`config.mk`:
```
export PLATFORM = sky130hd
export DESIGN_NAME = tod_alarm_unit
export DESIGN_NICKNAME = d
export VERILOG_FILES = /design/src/rtl/tod_alarm_pkg.sv /design/src/rtl/tod_alarm_regs.sv /design/src/rtl/tod_alarm_match.sv /design/src/rtl/tod_alarm_irq.sv /design/src/rtl/tod_alarm_unit.sv
export SDC_FILE = /design/constraint.sdc
export NUM_CORES = 1
export LEC_CHECK = 0
export ABC_AREA = 1
export BUFFER_PORTS_ARGS = -buffer_cell sky130_fd_sc_hd__buf_2
export CORE_MARGIN = 2
export CORE_UTILIZATION = 30
export DETAILED_ROUTE_END_ITERATION = 8
export MAX_ROUTING_LAYER = met4
export PLACE_DENSITY = 0.63
export SKIP_LAST_GASP = 1
export SLEW_MARGIN = 20
export SYNTH_ARGS = -nofsm -noshare
export SYNTH_HDL_FRONTEND = slang
export SYNTH_SLANG_ARGS = --single-unit
```
`constraint.sdc`:
```
create_clock -name clk -period 2.2 [get_ports clk]
set_input_delay 0.22 -clock clk [delete_from_list [all_inputs] [get_ports clk]]
set_output_delay 0.22 -clock clk [all_outputs]
set_load 0.05 [all_outputs]
```
`src/rtl/tod_alarm_pkg.sv`:
```
package tod_alarm_pkg;
  localparam int BYTE_W = 8;
  localparam logic [BYTE_W-1:0] MH_CMP  = 8'h7F;
  localparam logic [BYTE_W-1:0] DAY_CMP = 8'h07;
  localparam logic [BYTE_W-1:0] DAY_KEEP = 8'h87;

  // A field matches when its don't-care bit is set or the compared bits agree.
  function automatic logic field_hit(input logic [BYTE_W-1:0] alarm,
                                     input logic [BYTE_W-1:0] now,
                                     input logic [BYTE_W-1:0] cmp);
    return alarm[BYTE_W-1] | ((alarm & cmp) == (now & cmp));
  endfunction

  // Day byte keeps the mask bit and the three day bits only.
  function automatic logic [BYTE_W-1:0] day_store(input logic [BYTE_W-1:0] w);
    return w & DAY_KEEP;
  endfunction
endpackage

```
`src/rtl/tod_alarm_regs.sv`:
```
module tod_alarm_regs
  import tod_alarm_pkg::*;
#(
  parameter int ADDR_W    = 4,
  parameter int MIN_ADDR  = 3,
  parameter int HOUR_ADDR = 5,
  parameter int DAY_ADDR  = 7
) (
  input  logic              clk,
  input  logic              rst,
  input  logic              bus_sel,
  input  logic              bus_wr,
  input  logic [ADDR_W-1:0] bus_addr,
  input  logic [BYTE_W-1:0] bus_wdata,
  output logic [BYTE_W-1:0] bus_rdata,
  output logic [BYTE_W-1:0] al_min,
  output logic [BYTE_W-1:0] al_hour,
  output logic [BYTE_W-1:0] al_day,
  output logic              al_access
);
  localparam logic [ADDR_W-1:0] A_MIN  = ADDR_W'(MIN_ADDR);
  localparam logic [ADDR_W-1:0] A_HOUR = ADDR_W'(HOUR_ADDR);
  localparam logic [ADDR_W-1:0] A_DAY  = ADDR_W'(DAY_ADDR);

  logic sel_min, sel_hour, sel_day;
  logic wr_min, wr_hour, wr_day, rd_en;

  assign sel_min   = bus_sel && (bus_addr == A_MIN);
  assign sel_hour  = bus_sel && (bus_addr == A_HOUR);
  assign sel_day   = bus_sel && (bus_addr == A_DAY);
  assign wr_min    = sel_min  && bus_wr;
  assign wr_hour   = sel_hour && bus_wr;
  assign wr_day    = sel_day  && bus_wr;
  assign rd_en     = !bus_wr;
  assign al_access = sel_min || sel_hour || sel_day;

  always_ff @(posedge clk) begin
    if (rst) begin
      al_min  <= '0;
      al_hour <= '0;
      al_day  <= '0;
    end else begin
      if (wr_min)  al_min  <= bus_wdata;
      if (wr_hour) al_hour <= bus_wdata;
      if (wr_day)  al_day  <= day_store(bus_wdata);
    end
  end

  always_comb begin
    bus_rdata = '0;
    if (rd_en) begin
      if (sel_min)       bus_rdata = al_min;
      else if (sel_hour) bus_rdata = al_hour;
      else if (sel_day)  bus_rdata = al_day;
    end
  end


  wr_store_chk: assert property (@(posedge clk) disable iff (rst)
    wr_min |=> (al_min == $past(bus_wdata)));

  day_readback_chk: assert property (@(posedge clk) disable iff (rst)
    (sel_day && !bus_wr) |-> (bus_rdata[6:3] == 4'd0));
endmodule

```
`src/rtl/tod_alarm_match.sv`:
```
module tod_alarm_match
  import tod_alarm_pkg::*;
(
  input  logic              clk,
  input  logic              rst,
  input  logic [BYTE_W-1:0] al_min,
  input  logic [BYTE_W-1:0] al_hour,
  input  logic [BYTE_W-1:0] al_day,
  input  logic [BYTE_W-1:0] cur_min,
  input  logic [BYTE_W-1:0] cur_hour,
  input  logic [BYTE_W-1:0] cur_day,
  input  logic              sec_wrap,
  output logic              alarm_evt
);
  logic min_hit, hour_hit, day_hit, all_hit;

  assign min_hit   = field_hit(al_min,  cur_min,  MH_CMP);
  assign hour_hit  = field_hit(al_hour, cur_hour, MH_CMP);
  assign day_hit   = field_hit(al_day,  cur_day,  DAY_CMP);
  assign all_hit   = min_hit && hour_hit && day_hit;
  assign alarm_evt = sec_wrap && all_hit;


  every_minute_chk: assert property (@(posedge clk) disable iff (rst)
    (sec_wrap && al_min[7] && al_hour[7] && al_day[7]) |-> alarm_evt);

  strobe_only_chk: assert property (@(posedge clk) disable iff (rst)
    !sec_wrap |-> !alarm_evt);
endmodule

```
`src/rtl/tod_alarm_irq.sv`:
```
module tod_alarm_irq (
  input  logic clk,
  input  logic rst,
  input  logic alarm_evt,
  input  logic al_access,
  input  logic irq_sel_wdog,
  input  logic tod_irq_mask,
  output logic tod_flag,
  output logic int_n
);
  logic pin_drive;

  always_ff @(posedge clk) begin
    if (rst)            tod_flag <= 1'b0;
    else if (alarm_evt) tod_flag <= 1'b1;
    else if (al_access) tod_flag <= 1'b0;
  end

  assign pin_drive = tod_flag && !irq_sel_wdog && !tod_irq_mask;
  assign int_n     = !pin_drive;


  evt_sets_chk: assert property (@(posedge clk) disable iff (rst)
    alarm_evt |=> tod_flag);

  access_clears_chk: assert property (@(posedge clk) disable iff (rst)
    (al_access && !alarm_evt) |=> !tod_flag);

  sticky_chk: assert property (@(posedge clk) disable iff (rst)
    (!alarm_evt && !al_access) |=> $stable(tod_flag));

  pin_gate_chk: assert property (@(posedge clk) disable iff (rst)
    (irq_sel_wdog || tod_irq_mask || !tod_flag) |-> int_n);
endmodule

```
`src/rtl/tod_alarm_unit.sv`:
```
module tod_alarm_unit
  import tod_alarm_pkg::*;
#(
  parameter int ADDR_W    = 4,
  parameter int MIN_ADDR  = 3,
  parameter int HOUR_ADDR = 5,
  parameter int DAY_ADDR  = 7
) (
  input  logic              clk,
  input  logic              rst,
  input  logic              bus_sel,
  input  logic              bus_wr,
  input  logic [ADDR_W-1:0] bus_addr,
  input  logic [7:0]        bus_wdata,
  output logic [7:0]        bus_rdata,
  input  logic [7:0]        cur_min,
  input  logic [7:0]        cur_hour,
  input  logic [7:0]        cur_day,
  input  logic              sec_wrap,
  input  logic              irq_sel_wdog,
  input  logic              tod_irq_mask,
  output logic              tod_flag,
  output logic              int_n
);
  logic [BYTE_W-1:0] al_min, al_hour, al_day;
  logic al_access, alarm_evt;

  tod_alarm_regs #(
    .ADDR_W(ADDR_W), .MIN_ADDR(MIN_ADDR), .HOUR_ADDR(HOUR_ADDR), .DAY_ADDR(DAY_ADDR)
  ) u_regs (
    .clk(clk), .rst(rst), .bus_sel(bus_sel), .bus_wr(bus_wr), .bus_addr(bus_addr),
    .bus_wdata(bus_wdata), .bus_rdata(bus_rdata), .al_min(al_min), .al_hour(al_hour),
    .al_day(al_day), .al_access(al_access)
  );

  tod_alarm_match u_match (
    .clk(clk), .rst(rst), .al_min(al_min), .al_hour(al_hour), .al_day(al_day),
    .cur_min(cur_min), .cur_hour(cur_hour), .cur_day(cur_day),
    .sec_wrap(sec_wrap), .alarm_evt(alarm_evt)
  );

  tod_alarm_irq u_irq (
    .clk(clk), .rst(rst), .alarm_evt(alarm_evt), .al_access(al_access),
    .irq_sel_wdog(irq_sel_wdog), .tod_irq_mask(tod_irq_mask),
    .tod_flag(tod_flag), .int_n(int_n)
  );


  reset_flag_chk: assert property (@(posedge clk) rst |=> !tod_flag);
endmodule

```
* Word level (Yosys, flattened, before mapping)
Index checks and enable logic that the tools add are counted.
Widths: inputs -> output; s select.
** Word-level totals
- Register bits :: 21
- Input bits :: 43
- Word-level logic and storage cells :: 36
- Output and inout bits :: 10
** Operators by class
- Mux-type cells :: 6
- Bitwise logic cells :: 3
- Reductions and logical operators :: 17
- Equal/unequal tests :: 6
** Operators by type and width (count)
- $mux 8 :: 4
- $eq 7x7->1 :: 2
- $logic_and 1x1->1 :: 11
- $eq 4x3->1 const B :: 2
- $eq 4x2->1 const B :: 1
- $eq 3x3->1 :: 1
- $logic_not 1->1 :: 3
- $or 1x1->1 :: 3
- $logic_or 1x1->1 :: 2
- $mux 1 :: 2
- $reduce_bool 2->1 :: 1

* Logic depth before layout (Yosys ltp)
Gate-level depths: netlist of the first run.
- Depth after elaboration :: 6
- Depth in mapped cells :: 9
- Mapped depth without buffers :: 9

* Modules after synthesis
Synthesis of the first run repeated with hierarchy kept, for this count alone.
** Second synthesis, totals
- Cells, all modules :: 224
- Area, all modules :: 1401.3 um^2
** Modules (own cells, without submodules)
- tod_alarm_regs :: times used 1, seq. area each 400.4 um^2, cells an instance 145, area an instance 1032.2 um^2
- tod_alarm_match :: times used 1, seq. area each 0.0 um^2, cells an instance 72, area an instance 317.8 um^2
- tod_alarm_irq :: times used 1, seq. area each 20.0 um^2, cells an instance 7, area an instance 51.3 um^2

* Worst setup path after synthesis of the first run
Ideal clock, no wire load.
- Path type :: input to output
- Start point :: input bus_addr[1]
- End point :: output bus_rdata[3]
- Arrival :: 1.447 ns
- Path buffers :: 0
- Required time :: 1.980 ns
- Setup slack :: 0.533 ns
- Cell stages on the path :: 6
- Path through :: nand2_1 > nor2_4 > nand3_4 > inv_4 > nand2_1 > a21oi_1
** On the way
- Longest elaborated chain between the ends :: 5
- Elaborated cells between the ends (all ways) :: 7
- Those cells by class :: 2 x eq/ne; 3 x mux; 2 x reduce/logical
** RTL lines
- from (decl) :: line tod_alarm_unit.sv:13 : input logic [ADDR_W-1:0] bus_addr,
- $eq 4x3->1 :: line tod_alarm_regs.sv:29 : assign sel_hour = bus_sel && (bus_addr == A_HOUR);
- $logic_and 1x1->1 :: line tod_alarm_regs.sv:29
- $mux 8 :: line tod_alarm_regs.sv:53 : else if (sel_hour) bus_rdata = al_hour;
- $mux 8 (*) :: line tod_alarm_regs.sv:52 : if (sel_min) bus_rdata = al_min;
- $mux 8 (*) :: line tod_alarm_regs.sv:51 : if (rd_en) begin
- to (decl) :: line tod_alarm_unit.sv:15 : output logic [7:0] bus_rdata,
Every way passes the cells marked *; elsewhere a longest branch is shown, timed or not.

* Final worst setup path of the first run
- Start point :: input bus_sel
- End point :: output bus_rdata[7]
** On the way
- Longest elaborated chain between the ends :: 5
- Elaborated cells between the ends (all ways) :: 7
- Those cells by class :: 4 x mux; 3 x reduce/logical
** RTL lines
- from (decl) :: line tod_alarm_unit.sv:11 : input logic bus_sel,
- $logic_and 1x1->1 :: line tod_alarm_regs.sv:30 : assign sel_day = bus_sel && (bus_addr == A_DAY);
- $mux 8 :: line tod_alarm_regs.sv:54 : else if (sel_day) bus_rdata = al_day;
- $mux 8 :: line tod_alarm_regs.sv:53
- $mux 8 (*) :: line tod_alarm_regs.sv:52
- $mux 8 (*) :: line tod_alarm_regs.sv:51
Marked as above.

==> results.md, run 1 <==
- Area Growth Syn to Fin: 20.6%
- Crit Path Class: input pin to output port
- RePlAce Congestion: around 0.8
- Vias: ~1,400
- Unique cell type count in the Yosys netlist: 24
- Setup TNS: 0 ps
- Num CTS Buffers: 3
- Syn Std Cell Area: 1390 µm²
- Clock Latency Late Sink: approximately 260 ps
- Synthesized instance count: approximately 210
- Port Buffers: 45
- Root buffer cell: clkbuf_8
- CTS H-tree lvls: 1
- Total Nets Final: between 200 and 300
- Postcts setup bufs: 0
- PwrDens: 444 nW/µm²
- Crit path DAT: approximately 1400 ps
- Post-Route WL: around 3.2 mm
- Vias in the first global route: approximately 1,300
- Die area: roughly 5200 µm²
- N_diodes: 0
- Clock Power Share: 34.1%
- Worst hold endpoint: u_regs.al_min[4]
- Sequential area share after synthesis: between 30 and 40%
- IO Count: between 50 and 60
- Die height: a little over 70 µm
- Clk slew on worst S/H paths: approximately 80 ps
- Cell Rows: 24
- Capturing point of the worst reg2reg path: u_irq.tod_flag
- Detailed placement HPWL: between 2 and 3 mm
- Post_cts resized: 0
- Int Pwr: roughly 550 µW
- Hold slack: ~250 ps
- Clk buf depth: 2
- Clock sink count: 21
- First-pass GRT wire length: 5.31 mm
- Max Clock Skew: 2.31 ps
- Critical Path Source Type: input pin
- Initial Util: between 30% and 40%
- Die Span X: just over 70 µm
- Unrepaired setup endpoints after global routing: false
- Worst reg2reg setup slack: a little over 1000 ps
- Initial DRC count: slightly above 80
- Slew HR: between 60 and 70%
- Fin crit period: 1570 ps
- Max VDD drop: ~0.00037 V
- Average routed wire per standard cell: about 11 µm
- Vias/cell: between 4 and 5
- R2R depth: 8
- Final setup viols: 0
- Net Count, Synth: about 250
- Status: complete, no violations
- Initial antenna violation count: 0
- Final Max Tran Viols: 0
- DRC: 0
- Worst hold path depth: 3
- Highest clock rate: approximately 640 MHz
- Logic pwr share: about 14%
- Share of layout cells above drive strength 1: about 28%
- Flop pwr share: 51.9%
- ANT nets after route: 0
- Lkg Pwr: approximately 0.0008 µW
- Final period util: a little under three quarters
- Core ar.: roughly 4400 µm²
- Synthesis warning total: 0
- Worst hold path type: input pin to register
- Worst min-delay path startpoint: bus_wdata[4]
- Fin. Hold Viols: 0
- Net Sw Power: 193 µW
- Avg Synthesized Cell Area: around 6.7 µm²
- MaxCap Viol Count: 0
- CTS tree: done
- Crit-path max FO: 11
- FF-to-FF Start: u_regs.al_min[3]
- Total grt overflow: 0
- CP Capture Type: output port
- Switching share of power: about a quarter
- CTS Hold Bufs: 0
- Worst Max-Slew Pin Slew: about 540 ps
- Pin count of the biggest net entering global routing: 22
- DRT Pass-1 Iters: 4
- Total track usage: approximately 13%
- Critical path required time: about 2000 ps
- Seq cells post-synth: 21
==> sequential cells by signal (all words and copies together) (netlist names) <==
signal	flops
u_regs.al_day	4
u_regs.al_min	8
u_regs.al_hour	8
u_irq.tod_flag	1
==> power by group through the flow <==
stage                     Sequential (µW)  Clock (µW)  Combinational (µW)
after floorplan                       395           0                57.1
after global placement                396           0                 104
after detailed placement              396           0                 106
after CTS                             387         263                 106
after global routing                  388         283                 119
final                                 387         254                 105
==> how the worst max path moves through the flow <==
stage                        end   startpoint  depth (start not counted)
floorplan           bus_rdata[3]  bus_addr[1]                          6
global placement    bus_rdata[7]      bus_sel                         10
detailed placement  bus_rdata[7]      bus_sel                         10
CTS                 bus_rdata[7]      bus_sel                         10
global route        bus_rdata[0]      bus_sel                         10
finish              bus_rdata[7]      bus_sel                         10
==> logic make-up after synthesis <==
| logic type | share of synthesized area [%] |
|---|---|
| buffers and inverters | 14.2 |
| AOI/OAI and AO/OA | 21.5 |
| xor gates and xnor gates | 2.51 |
| DFF | 30.2 |
| and+or+nand+nor | 31.6 |
==> cells in the mapped netlist (all sizes together) <==
library cell | instances | area, µm²
nor2 | 27 | 109
clkbuf | 2 | 7.51
o211ai | 2 | 20.0
nand4 | 1 | 6.26
xor2 | 1 | 8.76
or3b | 1 | 8.76
a211oi | 17 | 193
xnor2 | 3 | 26.3
nand3 | 9 | 57.6
o21ai | 8 | 40.0
a21boi | 1 | 7.51
nand2 | 65 | 259
dfxtp | 21 | 420
inv | 39 | 149
a21oi | 8 | 40.0
buf | 4 | 41.3
==> layout make-up <==
class	count	area (µm²)
inverter	39	149
fill	486	2730
multi-input combinational	143	776
tap	52	65.1
timing repair buffer	45	225
clock buffer	3	41.3
sequential	21	420
clock inverter	1	5.00
==> metrics by stage <==
stage	worst slack (ps)	cells	utilization [%]	power (µW)	cell area (µm²)
after floorplan	533	209	-	452	1390
after global placement	622	300	37.0	500	1640
after global routing	459	304	38.1	789	1680
after detailed placement	616	300	37.0	502	1640
after CTS	612	304	38.1	756	1680
final	626	304	38.1	746	1680
==> worst max-delay path: stages <==
cell      delay [ps]
buf_2            150
nand2_1           60
nor2_1            80
nand2_1           80
inv_2            180
nand2_1          100
o211ai_2          70
o211ai_1         110
inv_1             60
buf_2            250
==> layer usage <==
layer / GRT usage, % / up-vias / routed length (µm)
met2: 21.4 / 37 / 1460
met3: 3.19 / 2 / 219
met1: 17.3 / 580 / 1550
li1: - / 740 / -
met4: 2.52 / 0 / 18
met5: - / - / 0
==> cell usage in the layout, fill, tap and decap left out <==
cell	netlist	routed
nand2_1	63	63
buf_2	0	45
inv_1	37	37
nor2_1	26	26
dfxtp_1	21	21
a211oi_2	13	13
a21oi_1	8	8
o21ai_0	8	8
nand3_1	8	8
a211oi_1	4	4
xnor2_1	3	3
clkbuf_8	0	3
nand2_4	2	2
nor2_4	1	1
nand3_4	1	1
inv_4	1	1
inv_2	1	1
or3b_2	1	1
o211ai_2	1	1
o211ai_1	1	1
nand4_1	1	1
xor2_1	1	1
a21boi_0	1	1
clkinv_2	0	1
Power figures use the tool's default switching activity.
==> inputs of run 2 (changes only) <==
--- a/config.mk
+++ b/config.mk
@@ -11,7 +11,7 @@
 export CORE_UTILIZATION = 30
 export DETAILED_ROUTE_END_ITERATION = 8
 export MAX_ROUTING_LAYER = met4
-export PLACE_DENSITY = 0.63
+export PLACE_DENSITY = 0.65
 export SKIP_LAST_GASP = 1
 export SLEW_MARGIN = 20
 export SYNTH_ARGS = -nofsm -noshare
==> constraint.sdc (replaced) <==
create_clock -name clk -period 1.3 [get_ports clk]
set_input_delay 0.13 -clock clk [delete_from_list [all_inputs] [get_ports clk]]
set_output_delay 0.13 -clock clk [all_outputs]
set_load 0.05 [all_outputs]
==> run 2 against run 1 <==
Die area did not move; wire length increased by 15%; final cell count grew 3.0%; critical endpoint is now bus_rdata[6]; highest routed layer unchanged.
==> results.md, run 2 (synthesis gave the netlist of run 1 again) <==
- Status: complete, no violations
- Port Buffers: 45 (unchanged)
- Crit-path max FO: 8 (-3)
- PwrDens: 681 nW/µm² (+54%)
- Fin. Hold Viols: 0 (unchanged)
- Layout Cells excl Fill: 313 (+3.0%)
- Cell Rows: 24 (unchanged)
- Worst hold path depth: 3 (unchanged)
- Detailed placement HPWL: 2.63 mm (+0.57%)
- Worst Max-Slew Pin Slew: 539 ps (+2.33 ps)
- Slew HR: 64.0% (-0.16 points)
- Fillers: 467 (-3.9%)
- DRC: 0 (unchanged)
- MaxCap Viol Count: 0 (unchanged)
- Total track usage: 14.3% (+0.89 points)
- Pin count of the biggest net entering global routing: 22 (unchanged)
- Crit path DAT: 1150 ps (-200 ps)
- Post-Route WL: 3.73 mm (+15%)
- Clock Latency Late Sink: 260 ps (about the same)
- Final Max Tran Viols: 0 (unchanged)
- Setup TNS: 0 ps (unchanged)
- N_diodes: 0 (unchanged)
- Critical path required time: 1170 ps (-810 ps)
- CTS H-tree lvls: 1 (unchanged)
- Core ar.: 4410 µm² (unchanged)
- Worst hold endpoint: u_regs.al_min[4]
- Total grt overflow: 0 (unchanged)
- FF-to-FF Start: u_regs.al_min[0]
- Initial DRC count: 60 (-27%)
- Initial antenna violation count: 0 (unchanged)
- Highest clock rate: 781 MHz
- First-pass GRT wire length: 5.75 mm (+8.2%)
- Regs by FF count: u_regs.al_hour: 8 flops, u_regs.al_min: 8 flops, u_regs.al_day: 4 flops
- Die height: 72.2 µm (unchanged)
- DRT Pass-1 Iters: 4 (unchanged)
- Worst hold path type: input pin to register
- CTS Hold Bufs: 0 (unchanged)
- Clk slew on worst S/H paths: 80 ps (about the same)
- ANT nets after route: 0 (unchanged)
- RePlAce Congestion: 0.819 (+4.6%)
- Worst min-delay path startpoint: bus_wdata[4]
- Area Growth Syn to Fin: 38.3%
- Vias in the first global route: 1,293 (+2.3%)
- Max VDD drop: 0.000544 V (+46%)
- Max Clock Skew: 0.871 ps (-1.44 ps)
- Most common cell after layout, fill and taps aside: nand2_1
- Num CTS Buffers: 3 (unchanged)
- Share of layout cells above drive strength 1: 40.6% (+13 points)
- IO Count: 53 (unchanged)
- Final setup viols: 0 (unchanged)
- Vias/cell: 4.66 (+4.2%)
- Capturing point of the worst reg2reg path: u_irq.tod_flag
- CP Capture Type: output port
- Final period util: between 90% and 100%
- Placed cell count: 304 (+1.3%)
- R2R depth: 8 (unchanged)
- Clk buf depth: 2 (unchanged)
- Total Nets Final: 305 (+3.0%)
- Die area: 5210 µm² (unchanged)
- Root buffer cell: clkbuf_8
- Vias: 1,458 (+7.3%)
- Worst reg2reg setup slack: 130 ps (-900 ps)
- CTS tree: done
- Die Span X: 72.2 µm (unchanged)
- Fin crit period: 1280 ps
- Critical Path Source Type: input pin
- Crit Path Class: input pin to output port
- Clock sink count: 21 (unchanged)
- Most frequent cells in the layout: 56 x nand2_1, 34 x buf_2, 33 x inv_1
- Unrepaired setup endpoints after global routing: true
- Lkg Pwr: 0.000940 µW (+15%)
- Initial Util: 31.6% (unchanged)
- Average routed wire per standard cell: 11.9 µm (+12%)
[run 2: cell types whose count changed in the layout (fill, tap and decap cells not counted), moves of 5 or more]
cell,delta
buf_2,-11
buf_6,+8
o21ai_1,+5
buf_4,+8
o21ai_0,-7
dfxtp_2,+7
dfxtp_1,-7
nand2_1,-7
[run 2: final cells by class]
type | instances | area [µm²] | area share, %
timing repair inverter | 1 | 7.51 | 0.389
tap | 52 | 65.1 | 3.37
timing repair buffer | 53 | 365 | 18.9
multi-input combinational | 143 | 861 | 44.6
inverter | 39 | 154 | 7.98
clock inverter | 1 | 5.00 | 0.260
sequential | 21 | 429 | 22.3
clock buffer | 3 | 41.3 | 2.14
[run 2: how the worst max path moves through the flow]
stage                   endpoint        startpoint  depth (start not counted)  slack (ps)
detailed placement  bus_rdata[0]       bus_addr[1]                          8         -40
global route        bus_rdata[6]       bus_addr[0]                          8         -50
floorplan                  int_n    u_irq.tod_flag                          1          60
CTS                 bus_rdata[2]  u_regs.al_day[2]                          5         -40
finish              bus_rdata[6]       bus_addr[0]                          8          20
global placement    bus_rdata[7]           bus_sel                         10         -30
[run 2: timing repair]
action / 4_1_cts / 5_1_grt
gates resized for setup: 11 / 53
gates cloned: 0 / 1
hold endpoints to repair: 0 / 0
pin swaps: 0 / 13
buffers inserted: 0 / 4
endpoints found under the setup margin: 8 / 9
[run 2: stage by stage]
stage	instance area (µm²)	utilization [%]	setup slack [ps]	hold WS [ps]	power (µW)
finish	1930	43.7	19.5	154	1310
global route	1930	43.7	-45.6	158	1380
CTS	1760	39.8	-38.2	152	1290
detailed placement	1680	38.1	-35.5	433	858
global placement	1680	38.1	-27.6	432	856
floorplan	1410	-	58.6	203	767
[run 2: report_power, final]
part           total [µW]  internal (µW)  switching (µW)  leakage, µW
sequential            656            650            5.71     0.000173
clock                 442            214             229    0.0000255
combinational         215           93.4             122     0.000742
total                1310            958             356     0.000940
[run 2: critical path: stages]
cell and delay, ps:
buf_8 80, nand2_4 50, nor2_4 190, nand3_4 180
clkinv_4 140, nand2_4 60, a21oi_2 150, buf_6 170
[run 2: per-layer routing]
metal / up-vias / wire length (µm) / share of wire, % / GRT usage, %
met3: 2 / 247 / 6.6 / 3.19
li1: 762 / - / - / -
met4: 0 / 14 / 0.37 / 1.89
met5: - / 0 / 0 / -
met2: 52 / 1740 / 47 / 21.4
met1: 642 / 1730 / 46 / 20.2
